===== src/rtl/cmd_stretch_pkg.sv =====
package cmd_stretch_pkg;
  typedef enum logic [1:0] {
    TX_IDLE = 2'd0,
    TX_WAIT = 2'd1,
    TX_SEND = 2'd2
  } tx_state_e;
endpackage


===== src/rtl/cmd_capture.sv =====
module cmd_capture #(
  parameter int PAY_W = 10
) (
  input  logic             clk_i,
  input  logic             rst_ni,
  input  logic             cmd_i,
  input  logic             done_i,
  output logic             start_o,
  output logic             active_o,
  output logic             err_o,
  output logic [PAY_W-1:0] payload_o
);
  localparam int CW = $clog2(PAY_W + 1);

  logic             active_q;
  logic             err_q;
  logic [CW-1:0]    rx_cnt_q;
  logic [PAY_W-1:0] buf_q;
  logic             rx_busy;

  assign start_o = !active_q && cmd_i;
  assign rx_busy = active_q && (rx_cnt_q < CW'(PAY_W));

  always_ff @(posedge clk_i or negedge rst_ni) begin
    if (!rst_ni) begin
      active_q <= 1'b0;
      err_q    <= 1'b0;
      rx_cnt_q <= '0;
      buf_q    <= '0;
    end else begin
      // a 1 after capture completes is a stray start bit
      err_q <= active_q && !rx_busy && cmd_i;
      if (start_o) begin
        active_q <= 1'b1;
        rx_cnt_q <= '0;
      end else begin
        if (done_i) active_q <= 1'b0;
        if (rx_busy) begin
          for (int i = 0; i < PAY_W; i++)
            if (rx_cnt_q == CW'(i)) buf_q[i] <= cmd_i;
          rx_cnt_q <= rx_cnt_q + 1'b1;
        end
      end
    end
  end

  assign active_o  = active_q;
  assign err_o     = err_q;
  assign payload_o = buf_q;
endmodule


===== src/rtl/stretch_tx.sv =====
module stretch_tx
  import cmd_stretch_pkg::*;
#(
  parameter int PAY_W   = 10,
  parameter int MIN_DLY = 3
) (
  input  logic             clk_i,
  input  logic             rst_ni,
  input  logic             start_i,
  input  logic             phase_i,
  input  logic [PAY_W-1:0] payload_i,
  output logic             cmd_o,
  output logic             done_o
);
  localparam int DW = $clog2(MIN_DLY + 1);
  localparam int BW = $clog2(PAY_W + 1);

  tx_state_e     state_q;
  logic [DW-1:0] dly_q;
  logic [BW-1:0] idx_q;
  logic          out_q;
  logic          align_ok;
  logic          cur_bit;
  logic          last_slot;

  assign align_ok  = (dly_q >= DW'(MIN_DLY - 1)) && phase_i;
  assign last_slot = (idx_q == BW'(PAY_W));
  assign done_o    = (state_q == TX_SEND) && phase_i && last_slot;

  always_comb begin
    cur_bit = 1'b0;
    for (int i = 0; i < PAY_W; i++)
      if (idx_q == BW'(i)) cur_bit = payload_i[i];
  end

  always_ff @(posedge clk_i or negedge rst_ni) begin
    if (!rst_ni) begin
      state_q <= TX_IDLE;
      dly_q   <= '0;
      idx_q   <= '0;
      out_q   <= 1'b0;
    end else begin
      unique case (state_q)
        TX_IDLE: begin
          if (start_i) begin
            state_q <= TX_WAIT;
            dly_q   <= '0;
          end
        end
        TX_WAIT: begin
          if (align_ok) begin
            out_q   <= 1'b1;     // start bit
            idx_q   <= '0;
            state_q <= TX_SEND;
          end else if (dly_q < DW'(MIN_DLY - 1)) begin
            dly_q <= dly_q + 1'b1;
          end
        end
        TX_SEND: begin
          if (phase_i) begin
            if (last_slot) begin
              out_q   <= 1'b0;
              state_q <= TX_IDLE;
            end else begin
              out_q <= cur_bit;
              idx_q <= idx_q + 1'b1;
            end
          end
        end
        default: state_q <= TX_IDLE;
      endcase
    end
  end

  assign cmd_o = out_q;
endmodule


===== src/rtl/cmd_stretcher.sv =====
module cmd_stretcher #(
  parameter int FRAME_W = 12,
  parameter int MIN_DLY = 3
) (
  input  logic clk_i,
  input  logic rst_ni,
  input  logic cmd_i,
  input  logic phase_i,
  output logic cmd_o,
  output logic active_o,
  output logic err_o
);
  localparam int PAY_W = FRAME_W - 2;

  logic             start;
  logic             done;
  logic [PAY_W-1:0] payload;

  cmd_capture #(.PAY_W(PAY_W)) u_cap (
    .clk_i     (clk_i),
    .rst_ni    (rst_ni),
    .cmd_i     (cmd_i),
    .done_i    (done),
    .start_o   (start),
    .active_o  (active_o),
    .err_o     (err_o),
    .payload_o (payload)
  );

  stretch_tx #(.PAY_W(PAY_W), .MIN_DLY(MIN_DLY)) u_tx (
    .clk_i     (clk_i),
    .rst_ni    (rst_ni),
    .start_i   (start),
    .phase_i   (phase_i),
    .payload_i (payload),
    .cmd_o     (cmd_o),
    .done_o    (done)
  );
endmodule


===== config.mk =====
export PLATFORM = sky130hd
export DESIGN_NAME = cmd_stretcher
export DESIGN_NICKNAME = d
export VERILOG_FILES = /design/src/rtl/cmd_stretch_pkg.sv /design/src/rtl/cmd_capture.sv /design/src/rtl/stretch_tx.sv /design/src/rtl/cmd_stretcher.sv
export SDC_FILE = /design/constraint.sdc
export NUM_CORES = 1
export LEC_CHECK = 0
export ABC_AREA = 1
export BUFFER_PORTS_ARGS = -buffer_cell sky130_fd_sc_hd__buf_2
export CORE_ASPECT_RATIO = 1.2
export CORE_MARGIN = 2
export CORE_UTILIZATION = 55
export CTS_BUF_LIST = sky130_fd_sc_hd__clkbuf_8
export DETAILED_ROUTE_END_ITERATION = 16
export PLACE_DENSITY = 0.71
export SLEW_MARGIN = 30
export SYNTH_ARGS = -nofsm -noshare
export SYNTH_HDL_FRONTEND = slang
export SYNTH_HIERARCHICAL = 1
export SYNTH_SLANG_ARGS = --single-unit

===== constraint.sdc =====
create_clock -name clk_i -period 1.4 [get_ports clk_i]
set_input_delay 0.21 -clock clk_i [delete_from_list [all_inputs] [get_ports clk_i]]
set_output_delay 0.21 -clock clk_i [all_outputs]
set_load 0.02 [all_outputs]

# After elaboration in Yosys (flattened, before gate mapping)
# Cells that the tools add are included.
[op_classes] n_addsub=3 multipliers=0 div_mod_pow=0 magnitude_cmp=3 n_eq_ne=28 shifts=0 muxes=31 n_bitwise=1 n_reduce_logical=30
[op_table] cell="3-bit AND reduction" n=11
[op_table] cell="4-bit by 3-bit equality test with 1-bit output (second input constant)" n=8
[op_table] cell="4-bit equality test (second input constant)" n=5
[op_table] cell="4-bit two-way mux" n=5
[op_table] cell="4-bit by 2-bit equality test with 1-bit output (second input constant)" n=4
[op_table] cell="1-bit two-way mux" n=15
[op_table] cell="2-bit two-way mux" n=7
[op_table] cell="4-bit AND reduction" n=3
[op_table] cell="4-bit by 1-bit adder with 4-bit output (second input constant)" n=2
[op_table] cell="4-bit by 1-bit equality test with 1-bit output (second input constant)" n=2
[op_table] cell="4-bit zero test" n=2
[op_table] cell="2-bit inequality test (second input constant)" n=4
[op_table] cell="4-bit one-hot mux with 2 select lines" n=1
[op_table] cell="2-bit nonzero test" n=4
[op_table] cell="1-bit logical AND" n=7
[op_table] cell="2-bit by 1-bit inequality test with 1-bit output (second input constant)" n=3
[op_table] cell="2-bit one-hot mux with 3 select lines" n=1
[op_table] cell="4-bit < comparator (second input constant)" n=1
[op_table] cell="2-bit one-hot mux with 2 select lines" n=1
[op_table] cell="2-bit by 1-bit adder with 2-bit output (second input constant)" n=1
[op_table] cell="2-bit by 1-bit equality test with 1-bit output (second input constant)" n=1
[op_table] cell="2-bit equality test (second input constant)" n=1
[op_table] cell="2-bit >= comparator (second input constant)" n=1
[op_table] cell="1-bit zero test" n=2
[op_table] cell="other kinds (4)" n=4
[totals] reg_bits=25 latch_bits=0 mem_bits_rw=0 mem_bits_ro=0 inputBits=4 output_inout_bits=3 wordCells=113 n_memories=0

# Longest topological paths before layout
[depth] depth_word=14 mapped_depth=13 ltp_nobuf=13

# Cells and area by module
# Netlist, hierarchy kept.
[by_module_without_submodules] module="cmd_capture" instances=1 cells_per_inst=88 area_each_um2=789.5 seq_area_each_um2=400.4
[by_module_without_submodules] module="stretch_tx" instances=1 cells_per_inst=94 area_each_um2=650.6 seq_area_each_um2=225.2

# Worst setup path before layout
# Ideal clock, no wire load.
[synth_timing] path_kind="reg2reg" startpoint="register u_cap.active_q (netlist: u_cap/active_o)" endpoint="register u_tx.dly_q[0]" setup_ns=0.123 arrival_time_ns=1.247 slack_ns=0.030 path_stages_with_launch=9 n_path_buf=0 cell_sequence="dfrtp_1 > inv_1 > nand2_1 > inv_1 > nand3_1 > o21ai_0 > nand2_1 > a21oi_1 > a21oi_1"
[synth_via] elab_chain_cells=4
[synth_lines] item="start, declared" line="cmd_capture.sv:15" text="logic active_q;"
[synth_lines] item="start signal, assigned" line="cmd_capture.sv:26" text="active_q <= 1'b0;"
[synth_lines] item="start signal, assigned" line="cmd_capture.sv:34" text="active_q <= 1'b1;"
[synth_lines] item="start signal, assigned" line="cmd_capture.sv:37" text="if (done_i) active_q <= 1'b0;"
[synth_lines] item="1-bit zero test" line="cmd_capture.sv:21" text="assign start_o = !active_q && cmd_i;"
[synth_lines] item="1-bit logical AND" line="cmd_capture.sv:21"
[synth_lines] item="via start" line="cmd_stretcher.sv:15" text="logic start;"
[synth_lines] item="2-bit inequality test (no line)"
[synth_lines] item="4-bit AND reduction (no line)"
[synth_lines] item="end signal, assigned" line="stretch_tx.sv:56" text="dly_q <= dly_q + 1'b1;"
[synth_lines] item="end, declared" line="stretch_tx.sv:19" text="logic [DW-1:0] dly_q;"
# The timed path passes the listed nets, and every way through them passes these cells.
# A chain may end at the register's enable or synchronous reset.

# Final worst setup path
[layout_timing] startpoint="register u_tx.idx_q[0]" endpoint="register u_tx.idx_q[2]"
[layout_via] elab_chain_cells=4 word_cells_on_any_way=7 cone_classes="add/sub (1); eq/ne (2); mux (3); reduce/logical (1)"
[layout_lines] item="start, declared" line="stretch_tx.sv:20" text="logic [BW-1:0] idx_q;"
[layout_lines] item="start signal, assigned" line="stretch_tx.sv:66" text="idx_q <= idx_q + 1'b1;"
[layout_lines] item="4-bit by 1-bit adder with 4-bit output" line="stretch_tx.sv:66"
[layout_lines] item="4-bit two-way mux" line="stretch_tx.sv:61" text="if (last_slot) begin"
[layout_lines] item="4-bit two-way mux" line="stretch_tx.sv:60" text="if (phase_i) begin"
[layout_lines] item="4-bit one-hot mux with 2 select lines" line="stretch_tx.sv:43" text="unique case (state_q)"
# Parallel ways exist; a longest one is shown, timed or not. The select of a mux whose other input is x is not followed.

==> impl_table.tex <==
\begin{tabular}{lr}
\hline
Metric & Value \\
\hline
\multicolumn{2}{l}{\textbf{Drt}} \\
DRC viols & 0 \\
Number of vias after detailed routing & roughly 1.3k \\
Average routed wire per standard cell & 13.5 µm \\
Via density per instance & approximately 5.3 \\
DR WL met3 & 50 µm \\
Detailed-route wire length on metal 1 & about 1.3 mm \\
Count of antenna-violating nets left after detailed routing & 0 \\
Top routing layer used & met4 \\
Number of detailed-route iterations in the first pass & 4 \\
Initial drt markers & 40 \\
Post-Route WL & approximately 3.2 mm \\
Met2 wire len & roughly 1.8 mm \\
\multicolumn{2}{l}{\textbf{STA}} \\
Number of pins exceeding their max-slew limit in the final report & 0 \\
Share of the clock period used by the worst path & 103\% \\
Worst Tran Pin Value & about 0.56 ns \\
Relative slew slack & between 60 and 70\% \\
Hold violation count in the final report & 0 \\
Period minus WS final & $\sim$1.4 ns \\
Setup skew after layout & 0.00706 ns \\
Sum of negative setup slack & -0.146 ns \\
Setup-failing EPs final & 4 \\
Slack of the critical path & -0.0470 ns \\
Achievable frequency & around 0.69 GHz \\
Setup repair after global routing missed its margin & yes \\
\multicolumn{2}{l}{\textbf{Synthesis}} \\
Per-instance average area after synthesis & between 7 and 8 µm² \\
Post-synthesis cell area & around 1400 µm² \\
Most area-hungry cell type in the Yosys netlist & sky130\_fd\_sc\_hd\_\_dfrtp\_1 \\
Main flop type after synthesis & sky130\_fd\_sc\_hd\_\_dfrtp\_1 \\
Most instantiated library cell after synthesis & sky130\_fd\_sc\_hd\_\_nand2\_1 \\
Most frequent cells after synthesis & 45 x sky130\_fd\_sc\_hd\_\_nand2\_1, 25 x sky130\_fd\_sc\_hd\_\_dfrtp\_1, 23 x sky130\_fd\_sc\_hd\_\_inv\_1, 18 x sky130\_fd\_sc\_hd\_\_nand3\_1, 14 x sky130\_fd\_sc\_hd\_\_o21ai\_0 \\
Area contributors post-synth & sky130\_fd\_sc\_hd\_\_dfrtp\_1 43\%, sky130\_fd\_sc\_hd\_\_nand2\_1 12\%, sky130\_fd\_sc\_hd\_\_ha\_1 7.8\%, sky130\_fd\_sc\_hd\_\_nand3\_1 6.3\%, sky130\_fd\_sc\_hd\_\_inv\_1 6.0\% \\
Instance count of the mapped netlist & between 150 and 200 \\
Synth unique cells & 24 \\
Ys async rst share & 100\% \\
Count of yosys warnings during synthesis & 6 \\
Post-Syn Nets & between 150 and 200 \\
Share of the synthesized area in the top cell type & between 40\% and 50\% \\
EDFF count, synth & 0 \\
Post-synthesis sequential element count & 25 \\
Sequential area share after synthesis & a little over two fifths \\
\multicolumn{2}{l}{\textbf{Worst setup path}} \\
Classification of the worst setup path & reg2reg \\
Worst reg2reg setup slack & -0.05 ns \\
Required time at the endpoint of the critical path & about 1.6 ns \\
Length in cells of the worst reg-to-reg path & 10 \\
Data arrival time at the worst-slack endpoint & around 1.6 ns \\
Max Fanout on Critical Path & 6 \\
Crit path capture type & register \\
Reg-to-Reg Start & u\_tx/idx\_q[0] \\
Startpoint types & register \\
R2r endpoint & u\_tx/idx\_q[2] \\
\multicolumn{2}{l}{\textbf{CTS}} \\
Master cell of the clock root buffer & sky130\_fd\_sc\_hd\_\_clkbuf\_8 \\
Clock latency on the worst-skew pair & between 0.2 and 0.3 ns \\
Depth of the CTS H-tree & 1 \\
Clock buffer depth & 2 \\
Clock tree from TritonCTS & built \\
Number of clock buffers inserted by TritonCTS & 3 \\
Number of clock sinks seen by CTS & 25 \\
Clock transition at path regs & $\sim$0.09 ns \\
\multicolumn{2}{l}{\textbf{Placed design}} \\
Number of I/O port buffers & 6 \\
Placed instance area & roughly 1600 µm² \\
HPWL reported at the end of detailed placement & roughly 2.3 mm \\
Final GP Congestion & 0.803 \\
\multicolumn{2}{l}{\textbf{Global route}} \\
Overall Global Routing Usage & between 20\% and 30\% \\
Overall overflow remaining after global route & 0 \\
Maximum number of pins on one net before global-route repair & 26 \\
Number of antenna violations at the first check in global routing & 0 \\
First-pass GRT wire length & between 4 and 5 mm \\
Number of global-route vias before repair & roughly 1.1k \\
\multicolumn{2}{l}{\textbf{Final layout}} \\
Layout Utilization & a little over two thirds \\
Filler instances & 190 \\
Synth-to-layout area growth & 21.9\% \\
Final design instance area without fill & between 1500 and 2000 µm² \\
Multi-input gate area & 795 µm² \\
Final net count & between 200 and 250 \\
Share of layout cells above drive strength 1 & $\sim$26\% \\
Antenna diode count & 0 \\
Storage cell area & 627 µm² \\
\multicolumn{2}{l}{\textbf{Die}} \\
Overall die area & between 3000 and 4000 µm² \\
Die outline width & around 51 µm \\
Overall die height & 60.1 µm \\
Core Footprint & 2500 µm² \\
Starting utilization of the core area & about 58\% \\
Row count & 20 \\
I/O Pins & 7 \\
\multicolumn{2}{l}{\textbf{Power and ir drop}} \\
Power per Cell Area & 1930 nW/µm² \\
P\_leak & 0.878 nW \\
Max rail drop VDD & approximately 0.0011 V \\
\multicolumn{2}{l}{\textbf{Min path}} \\
Number of stages on the worst hold path & 3 \\
WHS Endpoint & u\_cap/payload\_o[9] \\
Class of the tightest hold or removal check & in2reg \\
Startpoint of the lowest-slack hold path & cmd\_i \\
\multicolumn{2}{l}{\textbf{Run}} \\
Maxcap violations & 0 \\
\multicolumn{2}{l}{\textbf{Run status}} \\
Violated checks & setup timing \\
Outcome & finished with violations \\
\hline
\end{tabular}
-- final cells by class --
class                           instances  area share, %
Timing Repair Buffer                   21           8.48
Tap cell                               33           2.35
Sequential cell                        25           35.7
Inverter                               26           5.56
Multi-Input combinational cell        129           45.3
Clock buffer                            3           2.35
Clock inverter                          1          0.285
-- per-stage QoR --
step | worst slack (ns) | total power [mW] | hold WS [ns] | cells
2_1_floorplan | 0.0301 | 2.36 | -0.0856 | 182
3_5_place_dp | -0.0764 | 2.77 | 0.236 | 231
3_3_place_gp | -0.0333 | 2.68 | 0.226 | 231
4_1_cts | -0.0506 | 3.23 | 0.204 | 237
6_report | -0.0470 | 3.39 | 0.207 | 238
5_1_grt | -0.114 | 3.66 | 0.218 | 238
-- layout by cell type, fill, tap and decap left out, drive strengths merged --
cell type    netlist  routed
a21boi             1       1
a21oi              9       9
a31oi              1       1
and2               1       1
buf                2      20
clkbuf             0       3
clkinv             0       1
dfrtp             25      25
dlygate4sd3        0       1
ha                 9       9
inv               26      26
nand2             47      47
nand3             18      18
nand4              8       8
nor2              15      15
nor3               2       2
o21a               1       1
o21ai             15      15
o31ai              1       1
xor2               1       1
-- repair_timing --
item                       in CTS  in global routing
setup endpoints to repair       7                 10
gates cloned                    0                  0
hold buffers                    1                  0
resized for setup               5                 23
setup buffers                   1                  1
pin swaps                       2                  8
hold endpoints to repair       25                  0
-- flip-flops by register name (all words and copies together), names as in the netlist --
| signal | count |
|---|---|
| u_cap/active_o | 1 |
| u_cap/err_o | 1 |
| u_cap/payload_o | 10 |
| u_cap/rx_cnt_q | 4 |
| u_tx/cmd_o | 1 |
| u_tx/dly_q | 2 |
| u_tx/idx_q | 4 |
| u_tx/state_q | 2 |
-- power breakdown --
| part | leakage (nW) | switching [mW] | internal [mW] |
|---|---|---|---|
| Combinational | 0.544 | 0.978 | 0.656 |
| Clock | 0.0255 | 0.229 | 0.199 |
| Sequential | 0.309 | 0.300 | 1.03 |
| Total | 0.878 | 1.51 | 1.88 |
-- worst max-delay path by stage --
stage | startpoint | end | slack (ns) | cells past startpoint
2_1_floorplan | u_cap/active_o | u_tx/dly_q[0] | 0.03 | 8
3_3_place_gp | u_tx/idx_q[1] | u_tx/cmd_o | -0.03 | 13
3_5_place_dp | u_tx/dly_q[0] | u_tx/idx_q[2] | -0.08 | 11
4_1_cts | u_tx/dly_q[0] | u_tx/idx_q[2] | -0.05 | 11
5_1_grt | u_tx/dly_q[0] | u_tx/idx_q[2] | -0.11 | 11
6_report | u_tx/idx_q[0] | u_tx/idx_q[2] | -0.05 | 10
-- critical path, cell delays in order, from the launching register on --
cell	delay, ns
sky130_fd_sc_hd__dfrtp_1	0.46
sky130_fd_sc_hd__inv_2	0.11
sky130_fd_sc_hd__ha_4	0.19
sky130_fd_sc_hd__nand2_4	0.08
sky130_fd_sc_hd__nand2_4	0.05
sky130_fd_sc_hd__nand2_2	0.06
sky130_fd_sc_hd__nand2_2	0.08
sky130_fd_sc_hd__inv_2	0.10
sky130_fd_sc_hd__nand3_1	0.08
sky130_fd_sc_hd__nand2_1	0.09
sky130_fd_sc_hd__a21oi_2	0.04
-- metal layers --
layer	vias up	GRT usage (%)
li1	638	-
met5	-	0
met1	613	24.7
met4	0	8.49
met2	12	41.4
met3	2	3.00
-- cell families after synthesis --
kind of cell	share of synthesized area [%]
compound gates	11.6
fa+ha+maj	7.82
flops	43.4
xor+xnor	0.608
simple gates	28.4
buf+inv	8.08
(Power assumes the default switching activity.)
